`config.mk`:
```
export PLATFORM = sky130hd
export DESIGN_NAME = snoop_line_ctrl
export DESIGN_NICKNAME = d
export VERILOG_FILES = /design/src/rtl/snoopx_pkg.sv /design/src/rtl/coh_line_store.sv /design/src/rtl/coh_snoop_resp.sv /design/src/rtl/coh_req_seq.sv /design/src/rtl/snoop_line_ctrl.sv
export SDC_FILE = /design/constraint.sdc
export NUM_CORES = 1
export LEC_CHECK = 0
export ABC_AREA = 0
export CORE_AREA = 3 3 182 184
export DETAILED_ROUTE_END_ITERATION = 8
export DIE_AREA = 0 0 185 187
export HOLD_SLACK_MARGIN = 0.1
export PLACE_DENSITY = 0.69
export SKIP_LAST_GASP = 1
export SYNTH_ARGS = -nofsm -noshare
export SYNTH_HDL_FRONTEND = slang
export SYNTH_SLANG_ARGS = --single-unit
```
`constraint.sdc`:
```
create_clock -name clk -period 3.18 [get_ports clk]
set_input_delay 0.795 -clock clk [delete_from_list [all_inputs] [get_ports clk]]
set_output_delay 0.795 -clock clk [all_outputs]
set_load 0.01 [all_outputs]
```
`src/rtl/snoopx_pkg.sv`:
```
package snoopx_pkg;

    typedef enum logic [1:0] {
        LN_INV = 2'd0,
        LN_SHD = 2'd1,
        LN_EXC = 2'd2,
        LN_DTY = 2'd3
    } line_st_e;

    typedef enum logic [1:0] {
        BC_RD  = 2'd0,
        BC_RDX = 2'd1,
        BC_UPG = 2'd2,
        BC_WB  = 2'd3
    } bus_cmd_e;

    typedef enum logic [1:0] {
        PH_IDLE  = 2'd0,
        PH_WB    = 2'd1,
        PH_FETCH = 2'd2
    } phase_e;

    typedef struct packed {
        logic     present;
        logic     supply;
        logic     mem_wr;
        line_st_e nxt;
    } snp_resp_t;

    // Reaction of a valid matching line to another cache's transaction.
    function automatic snp_resp_t snoop_react(input line_st_e st, input bus_cmd_e cmd);
        snp_resp_t r;
        r.present = 1'b0;
        r.supply  = 1'b0;
        r.mem_wr  = 1'b0;
        r.nxt     = st;
        if (st != LN_INV) begin
            unique case (cmd)
                BC_RD: begin
                    r.present = 1'b1;
                    r.supply  = 1'b1;
                    r.mem_wr  = (st == LN_DTY);
                    r.nxt     = LN_SHD;
                end
                BC_RDX: begin
                    r.present = 1'b1;
                    r.supply  = 1'b1;
                    r.mem_wr  = (st == LN_DTY);
                    r.nxt     = LN_INV;
                end
                BC_UPG: begin
                    r.supply  = (st == LN_DTY);
                    r.mem_wr  = (st == LN_DTY);
                    r.nxt     = LN_INV;
                end
                default: ;
            endcase
        end
        return r;
    endfunction

    // State installed when an own fetch completes.
    function automatic line_st_e fill_state(input bus_cmd_e cmd, input logic others);
        if (cmd == BC_RD) begin
            return others ? LN_SHD : LN_EXC;
        end
        return LN_DTY;
    endfunction

endpackage

```
`src/rtl/coh_line_store.sv`:
```
module coh_line_store
    import snoopx_pkg::*;
#(
    parameter int WORD_W    = 32,
    parameter int BLK_WORDS = 4,
    localparam int BLK_W    = WORD_W * BLK_WORDS,
    localparam int IDX_W    = (BLK_WORDS > 1) ? $clog2(BLK_WORDS) : 1
) (
    input  logic             clk,
    input  logic             rst,
    input  logic             fill_en,
    input  logic [BLK_W-1:0] fill_blk,
    input  logic             wr_en,
    input  logic [IDX_W-1:0] wr_idx,
    input  logic [WORD_W-1:0] wr_data,
    output logic [BLK_W-1:0] blk
);

    for (genvar w = 0; w < BLK_WORDS; w++) begin : g_word
        logic [WORD_W-1:0] word_q;
        logic              hit_w;

        assign hit_w = wr_en && (wr_idx == IDX_W'(w));

        always_ff @(posedge clk) begin
            if (rst) begin
                word_q <= '0;
            end else if (hit_w) begin
                word_q <= wr_data;
            end else if (fill_en) begin
                word_q <= fill_blk[w*WORD_W +: WORD_W];
            end
        end

        assign blk[w*WORD_W +: WORD_W] = word_q;
    end

endmodule

```
`src/rtl/coh_snoop_resp.sv`:
```
module coh_snoop_resp
    import snoopx_pkg::*;
#(
    parameter int BLK_W = 128
) (
    input  logic             snp_valid,
    input  logic             snp_match,
    input  bus_cmd_e         snp_cmd,
    input  line_st_e         st,
    input  logic [BLK_W-1:0] line_blk,
    output snp_resp_t        rsp,
    output logic             active,
    output logic [BLK_W-1:0] sup_data
);

    always_comb begin
        active = snp_valid && snp_match && (st != LN_INV);
        if (active) begin
            rsp = snoop_react(st, snp_cmd);
        end else begin
            rsp = '{present: 1'b0, supply: 1'b0, mem_wr: 1'b0, nxt: st};
        end
        sup_data = rsp.supply ? line_blk : '0;
    end

endmodule

```
`src/rtl/coh_req_seq.sv`:
```
module coh_req_seq
    import snoopx_pkg::*;
(
    input  logic     clk,
    input  logic     rst,
    input  logic     cpu_req,
    input  logic     cpu_we,
    input  logic     cpu_match,
    input  line_st_e st,
    input  logic     snp_valid,
    input  logic     bus_gnt,
    input  logic     bus_present_in,
    output logic     bus_req,
    output bus_cmd_e bus_cmd,
    output logic     cpu_ack,
    output logic     ack_from_fill,
    output logic     st_we,
    output line_st_e st_nxt,
    output logic     fill_en,
    output logic     wr_en
);

    phase_e   ph_q, ph_d;
    bus_cmd_e pend_q, pend_d, eff_cmd;
    logic     hit, take;

    always_comb begin
        hit     = cpu_match && (st != LN_INV);
        // An invalidate whose shared copy was taken away must refetch.
        eff_cmd = (pend_q == BC_UPG && st != LN_SHD) ? BC_RDX : pend_q;
        take    = bus_gnt && !snp_valid;

        bus_req = 1'b0;
        bus_cmd = eff_cmd;
        if (ph_q == PH_WB && st == LN_DTY) begin
            bus_req = 1'b1;
            bus_cmd = BC_WB;
        end else if (ph_q == PH_FETCH) begin
            bus_req = 1'b1;
        end

        ph_d          = ph_q;
        pend_d        = pend_q;
        cpu_ack       = 1'b0;
        ack_from_fill = 1'b0;
        st_we         = 1'b0;
        st_nxt        = st;
        fill_en       = 1'b0;
        wr_en         = 1'b0;

        if (!snp_valid) begin
            unique case (ph_q)
                PH_IDLE: begin
                    if (cpu_req) begin
                        if (hit && !cpu_we) begin
                            cpu_ack = 1'b1;
                        end else if (hit && st != LN_SHD) begin
                            cpu_ack = 1'b1;
                            wr_en   = 1'b1;
                            st_we   = 1'b1;
                            st_nxt  = LN_DTY;
                        end else if (hit) begin
                            pend_d = BC_UPG;
                            ph_d   = PH_FETCH;
                        end else begin
                            pend_d = cpu_we ? BC_RDX : BC_RD;
                            ph_d   = (st == LN_DTY) ? PH_WB : PH_FETCH;
                        end
                    end
                end
                PH_WB: begin
                    if (st != LN_DTY) begin
                        ph_d = PH_FETCH;
                    end else if (take) begin
                        st_we  = 1'b1;
                        st_nxt = LN_INV;
                        ph_d   = PH_FETCH;
                    end
                end
                PH_FETCH: begin
                    if (take) begin
                        cpu_ack       = 1'b1;
                        st_we         = 1'b1;
                        fill_en       = (eff_cmd != BC_UPG);
                        ack_from_fill = (eff_cmd != BC_UPG);
                        wr_en         = cpu_we;
                        st_nxt        = (eff_cmd == BC_UPG) ? LN_DTY
                                                            : fill_state(eff_cmd, bus_present_in);
                        ph_d          = PH_IDLE;
                    end
                end
                default: ph_d = PH_IDLE;
            endcase
        end
    end

    always_ff @(posedge clk) begin
        if (rst) begin
            ph_q   <= PH_IDLE;
            pend_q <= BC_RD;
        end else begin
            ph_q   <= ph_d;
            pend_q <= pend_d;
        end
    end

    AST_ACK_YIELDS_SNOOP: assert property (@(posedge clk) disable iff (rst)
        snp_valid |-> !cpu_ack);

    AST_WB_ONLY_DIRTY: assert property (@(posedge clk) disable iff (rst)
        (bus_req && bus_cmd == BC_WB) |-> st == LN_DTY);

    AST_GRANT_IGNORED: assert property (@(posedge clk) disable iff (rst)
        (snp_valid && ph_q == PH_FETCH) |=> ph_q == PH_FETCH);

endmodule

```
`src/rtl/snoop_line_ctrl.sv`:
```
module snoop_line_ctrl
    import snoopx_pkg::*;
#(
    parameter int WORD_W    = 32,
    parameter int BLK_WORDS = 4,
    localparam int BLK_W    = WORD_W * BLK_WORDS,
    localparam int IDX_W    = (BLK_WORDS > 1) ? $clog2(BLK_WORDS) : 1
) (
    input  logic              clk,
    input  logic              rst,
    input  logic              cpu_req,
    input  logic              cpu_we,
    input  logic              cpu_match,
    input  logic [IDX_W-1:0]  cpu_word,
    input  logic [WORD_W-1:0] cpu_wdata,
    output logic              cpu_ack,
    output logic [WORD_W-1:0] cpu_rdata,
    output logic              bus_req,
    output logic [1:0]        bus_cmd,
    output logic [BLK_W-1:0]  bus_wb_data,
    input  logic              bus_gnt,
    input  logic              bus_present_in,
    input  logic [BLK_W-1:0]  bus_fill_data,
    input  logic              snp_valid,
    input  logic [1:0]        snp_cmd,
    input  logic              snp_match,
    output logic              snp_present,
    output logic              snp_supply,
    output logic              snp_mem_wr,
    output logic [BLK_W-1:0]  snp_data,
    output logic [1:0]        line_state
);

    line_st_e   st_q, seq_nxt;
    bus_cmd_e   seq_cmd;
    snp_resp_t  rsp;
    logic       snp_act, seq_we, fill_en, wr_en, from_fill;
    logic [BLK_W-1:0] line_blk, rd_src;

    coh_line_store #(.WORD_W(WORD_W), .BLK_WORDS(BLK_WORDS)) u_store (
        .clk      (clk),
        .rst      (rst),
        .fill_en  (fill_en),
        .fill_blk (bus_fill_data),
        .wr_en    (wr_en),
        .wr_idx   (cpu_word),
        .wr_data  (cpu_wdata),
        .blk      (line_blk)
    );

    coh_snoop_resp #(.BLK_W(BLK_W)) u_snoop (
        .snp_valid (snp_valid),
        .snp_match (snp_match),
        .snp_cmd   (bus_cmd_e'(snp_cmd)),
        .st        (st_q),
        .line_blk  (line_blk),
        .rsp       (rsp),
        .active    (snp_act),
        .sup_data  (snp_data)
    );

    coh_req_seq u_seq (
        .clk            (clk),
        .rst            (rst),
        .cpu_req        (cpu_req),
        .cpu_we         (cpu_we),
        .cpu_match      (cpu_match),
        .st             (st_q),
        .snp_valid      (snp_valid),
        .bus_gnt        (bus_gnt),
        .bus_present_in (bus_present_in),
        .bus_req        (bus_req),
        .bus_cmd        (seq_cmd),
        .cpu_ack        (cpu_ack),
        .ack_from_fill  (from_fill),
        .st_we          (seq_we),
        .st_nxt         (seq_nxt),
        .fill_en        (fill_en),
        .wr_en          (wr_en)
    );

    // Snoop transitions win; the sequencer never writes during a snoop.
    always_ff @(posedge clk) begin
        if (rst) begin
            st_q <= LN_INV;
        end else if (snp_act) begin
            st_q <= rsp.nxt;
        end else if (seq_we) begin
            st_q <= seq_nxt;
        end
    end

    always_comb begin
        rd_src      = from_fill ? bus_fill_data : line_blk;
        cpu_rdata   = rd_src[cpu_word*WORD_W +: WORD_W];
        bus_cmd     = seq_cmd;
        bus_wb_data = line_blk;
        snp_present = rsp.present;
        snp_supply  = rsp.supply;
        snp_mem_wr  = rsp.mem_wr;
        line_state  = st_q;
    end

    AST_EXC_WRITE_QUIET: assert property (@(posedge clk) disable iff (rst)
        (cpu_req && cpu_we && cpu_match && st_q == LN_EXC && !snp_valid)
            |-> (cpu_ack && !bus_req));

    AST_DIRTY_SHARE_NEXT: assert property (@(posedge clk) disable iff (rst)
        (snp_valid && snp_match && snp_cmd == 2'd0 && st_q == LN_DTY)
            |=> line_state == 2'd1);

    AST_DIRTY_SHARE_MEM: assert property (@(posedge clk) disable iff (rst)
        (snp_valid && snp_match && snp_cmd == 2'd0 && st_q == LN_DTY)
            |-> (snp_mem_wr && snp_supply && snp_present));

    AST_SNOOP_KILLS: assert property (@(posedge clk) disable iff (rst)
        (snp_valid && snp_match && (snp_cmd == 2'd1 || snp_cmd == 2'd2))
            |=> line_state == 2'd0);

    AST_LONE_FILL_EXC: assert property (@(posedge clk) disable iff (rst)
        (bus_req && bus_gnt && !snp_valid && bus_cmd == 2'd0 && !bus_present_in)
            |=> line_state == 2'd2);

    AST_QUIET_SNOOP: assert property (@(posedge clk) disable iff (rst)
        (snp_valid && (!snp_match || snp_cmd == 2'd3))
            |-> (!snp_present && !snp_supply && !snp_mem_wr));

endmodule

```
==> impl_metrics.ini <==
[clocking]
clock_sink_count = 134
clk_path_buf_depth = 2
cts_root_buf = clkbuf_16
clk_pin_slew_ns = 0.06
cts_max_level = 4
clk_latency_ns = 0.41
cts_hold_buf = 0
cts_buffers = 17
cts_tree = built

[sta]
slew-limit-headroom_pct = 59.7
fin_skew_ns = 0.0120
rsz0062_at_grt = yes
tightest_slew_ns = 0.589
slew_viol_final = 0
holdWs_ns = 0.529
setup-tns-final_ns = -7.66
fin_crit_sh_pct = 110
max_freq_mhz = 287
hold_viol = 0
setup_viol = 81
fin_ws_ns = -0.305
period_needed_ns = 3.48

[hold_path]
hold_class = reg -> reg
worstHoldStart = u_seq.pend_q[0]

[critical_path]
critPathLaunchType = primary input
r2r_start = u_seq.ph_q[0]
crit_arrival_ns = 2.69
crit_path_end_kind = primary output
cp.required_ns = 2.38
crit_start = snp_valid
worst-path-max-fanout = 5
worstSetupPathType = in -> out

[synthesis]
synth_edf_count = 0
ys_async_sr_fraction_pct = 0
synthTopCellsByArea = dfxtp_1 29%, mux4_2 16%, mux2i_1 14%
synth-main-ff-cell = dfxtp_1
synth-seq-cells = 134
syn_avg_cell_area_um2 = 10.1
synth_cells = 919
yosysUniqueCellTypes = 46
synth.largest_area_cell = dfxtp_1
ys_warn_count = 0
yosysSeqAreaShare_pct = 29.0
synth_area_um2 = 9250
synthDominantCellAreaShare_pct = 29.0
syn_nets = 1100

[final_layout]
final_nets = 1692
finish.instance_area_um2 = 16500
finalNonFillerCells = 1926
layout-drive-gt1-share_pct = 28.0
area_growth_pct = 77.8
n_antenna_cell = 0
seq_area_um2 = 2690
multiInputGateArea_um2 = 6180
fillers = 2805

[floorplanning]
die_x_um = 185
ioPinCount = 470
die-area_um2 = 34600
start_util_pct = 29.3
fp-row-count = 65
die_h_um = 187
core_um2 = 31600

[detailed_routing]
firstDrtPassIters = 5
wl_per_cell_um = 20.6
drc = 0
wirelength_um = 39600
via_per_inst = 5.10
drtAntennaViolNets = 0
drt-initial-drc-count = 444
via_count = 9827

[place]
placedInstanceArea_um2 = 15100
hpwl_um = 28200
place_congestion = 0.869
place_inst = 1835
numPortBuffers = 469

[power]
max-vdd-ir-drop_mv = 0.296
power_leakage_nw = 6.66
power_density_nw_per_um2 = 288
total_power_mw = 4.74

[status]
status = complete, but fails checks
violations = setup timing

[grt]
grt_pass1_wl_um = 60900
grt_max_degree = 62
grt.total_usage_pct = 22.3
grt_pass1_vias = 10378
overflow = 0
antenna_found_initial = 0

[run]
maxCapViolations = 0
[placed cells by master, fill, tap and decap left out, drive strengths merged, types with 4 or more instances in the layout]
| cell | instances |
|---|---|
| mux2 | 33 |
| clkbuf | 52 |
| buf | 233 |
| mux4 | 64 |
| mux2i | 129 |
| clkinvlp | 5 |
| dfxtp | 134 |
| inv | 12 |
| clkdlybuf4s50 | 299 |
| nor2b | 6 |
| a21oi | 4 |
| a211oi | 130 |
| and2 | 130 |
| dlygate4sd2 | 92 |
| nor2 | 136 |
| clkdlybuf4s15 | 7 |
| ha | 8 |
| o21ai | 6 |
[stage by stage]
stage	setup WS, ns	utilization, %
after floorplan	0.0723	-
after global placement	-0.845	47.9
after detailed placement	-0.886	47.9
after CTS	-0.338	52.4
after global routing	-0.364	52.1
final	-0.305	52.1
[final cells by class]
cell class / instances / share of cell area [%]
Timing Repair Buffer: 665 / 39.4
Multi-Input combinational cell: 685 / 37.5
Sequential cell: 134 / 16.3
Tap cell: 402 / 3.06
Clock buffer: 20 / 2.78
Clock inverter: 12 / 0.707
Inverter: 8 / 0.243
[synth_stat cells (all sizes together), types with 2 or more instances]
master	count
mux4	64
nand2	2
o21ai	6
nor2b	6
dfxtp	134
buf	32
nor3b	2
and3	2
nor3	2
a21oi	4
o2111ai	3
nand3	3
inv	8
a21boi	2
a211oi	130
mux2	33
nor2	136
and3b	3
and2	130
mux2i	129
clkbuf	60
a31o	2
o211ai	3
ha	8
[critical path: stages]
cell,delay [ns]
buf_2,0.11
and3b_1,0.24
a21boi_4,0.20
buf_6,0.13
buf_12,0.12
buf_4,0.12
buf_6,0.08
mux4_2,0.48
mux2_4,0.28
buf_6,0.12
[path summary, 6_finish.rpt]
kind | endpoint | slack, ns | cells past startpoint
max | cpu_rdata[31] | -0.30 | 10
min | u_seq.pend_q[0] | 0.53 | 2
max reg2reg | u_store.g_word[3].word_q[20] | 0.74 | 13
min reg2reg | u_seq.pend_q[0] | 0.53 | 2
[logic make-up after synthesis]
group	Yosys count	share of synthesized area, %
simple gates	291	16.1
buf+inv	100	6.53
flops	134	29.0
compound gates	160	13.8
mux	226	33.5
fa+ha+maj	8	1.08
[flip-flops by register name (all words and copies together) (netlist names)]
signal / count
u_seq.pend_q: 2
u_seq.ph_q: 2
line_state: 2
u_store.g_word.word_q: 128
[layer usage]
layer / global-route usage, % / wire length (µm)
met5: 0 / 0
met1: 26.5 / 15900
met2: 39.3 / 20100
met4: 8.54 / 1170
met3: 4.41 / 2470
[report_power, final]
| part | internal [mW] | total (mW) | switching [mW] |
|---|---|---|---|
| Combinational | 0.625 | 1.01 | 0.389 |
| Clock | 1.13 | 1.94 | 0.815 |
| Sequential | 1.73 | 1.78 | 0.0581 |
| Total | 3.48 | 4.74 | 1.26 |
[what timing repair did]
action,CTS,global route
cloned,10,1
setup endpoints to repair,164,79
gates resized for setup,388,97
buffers inserted,51,10
hold endpoints to repair,0,0
pin swaps,6,4
Power figures use the tool's default switching activity.
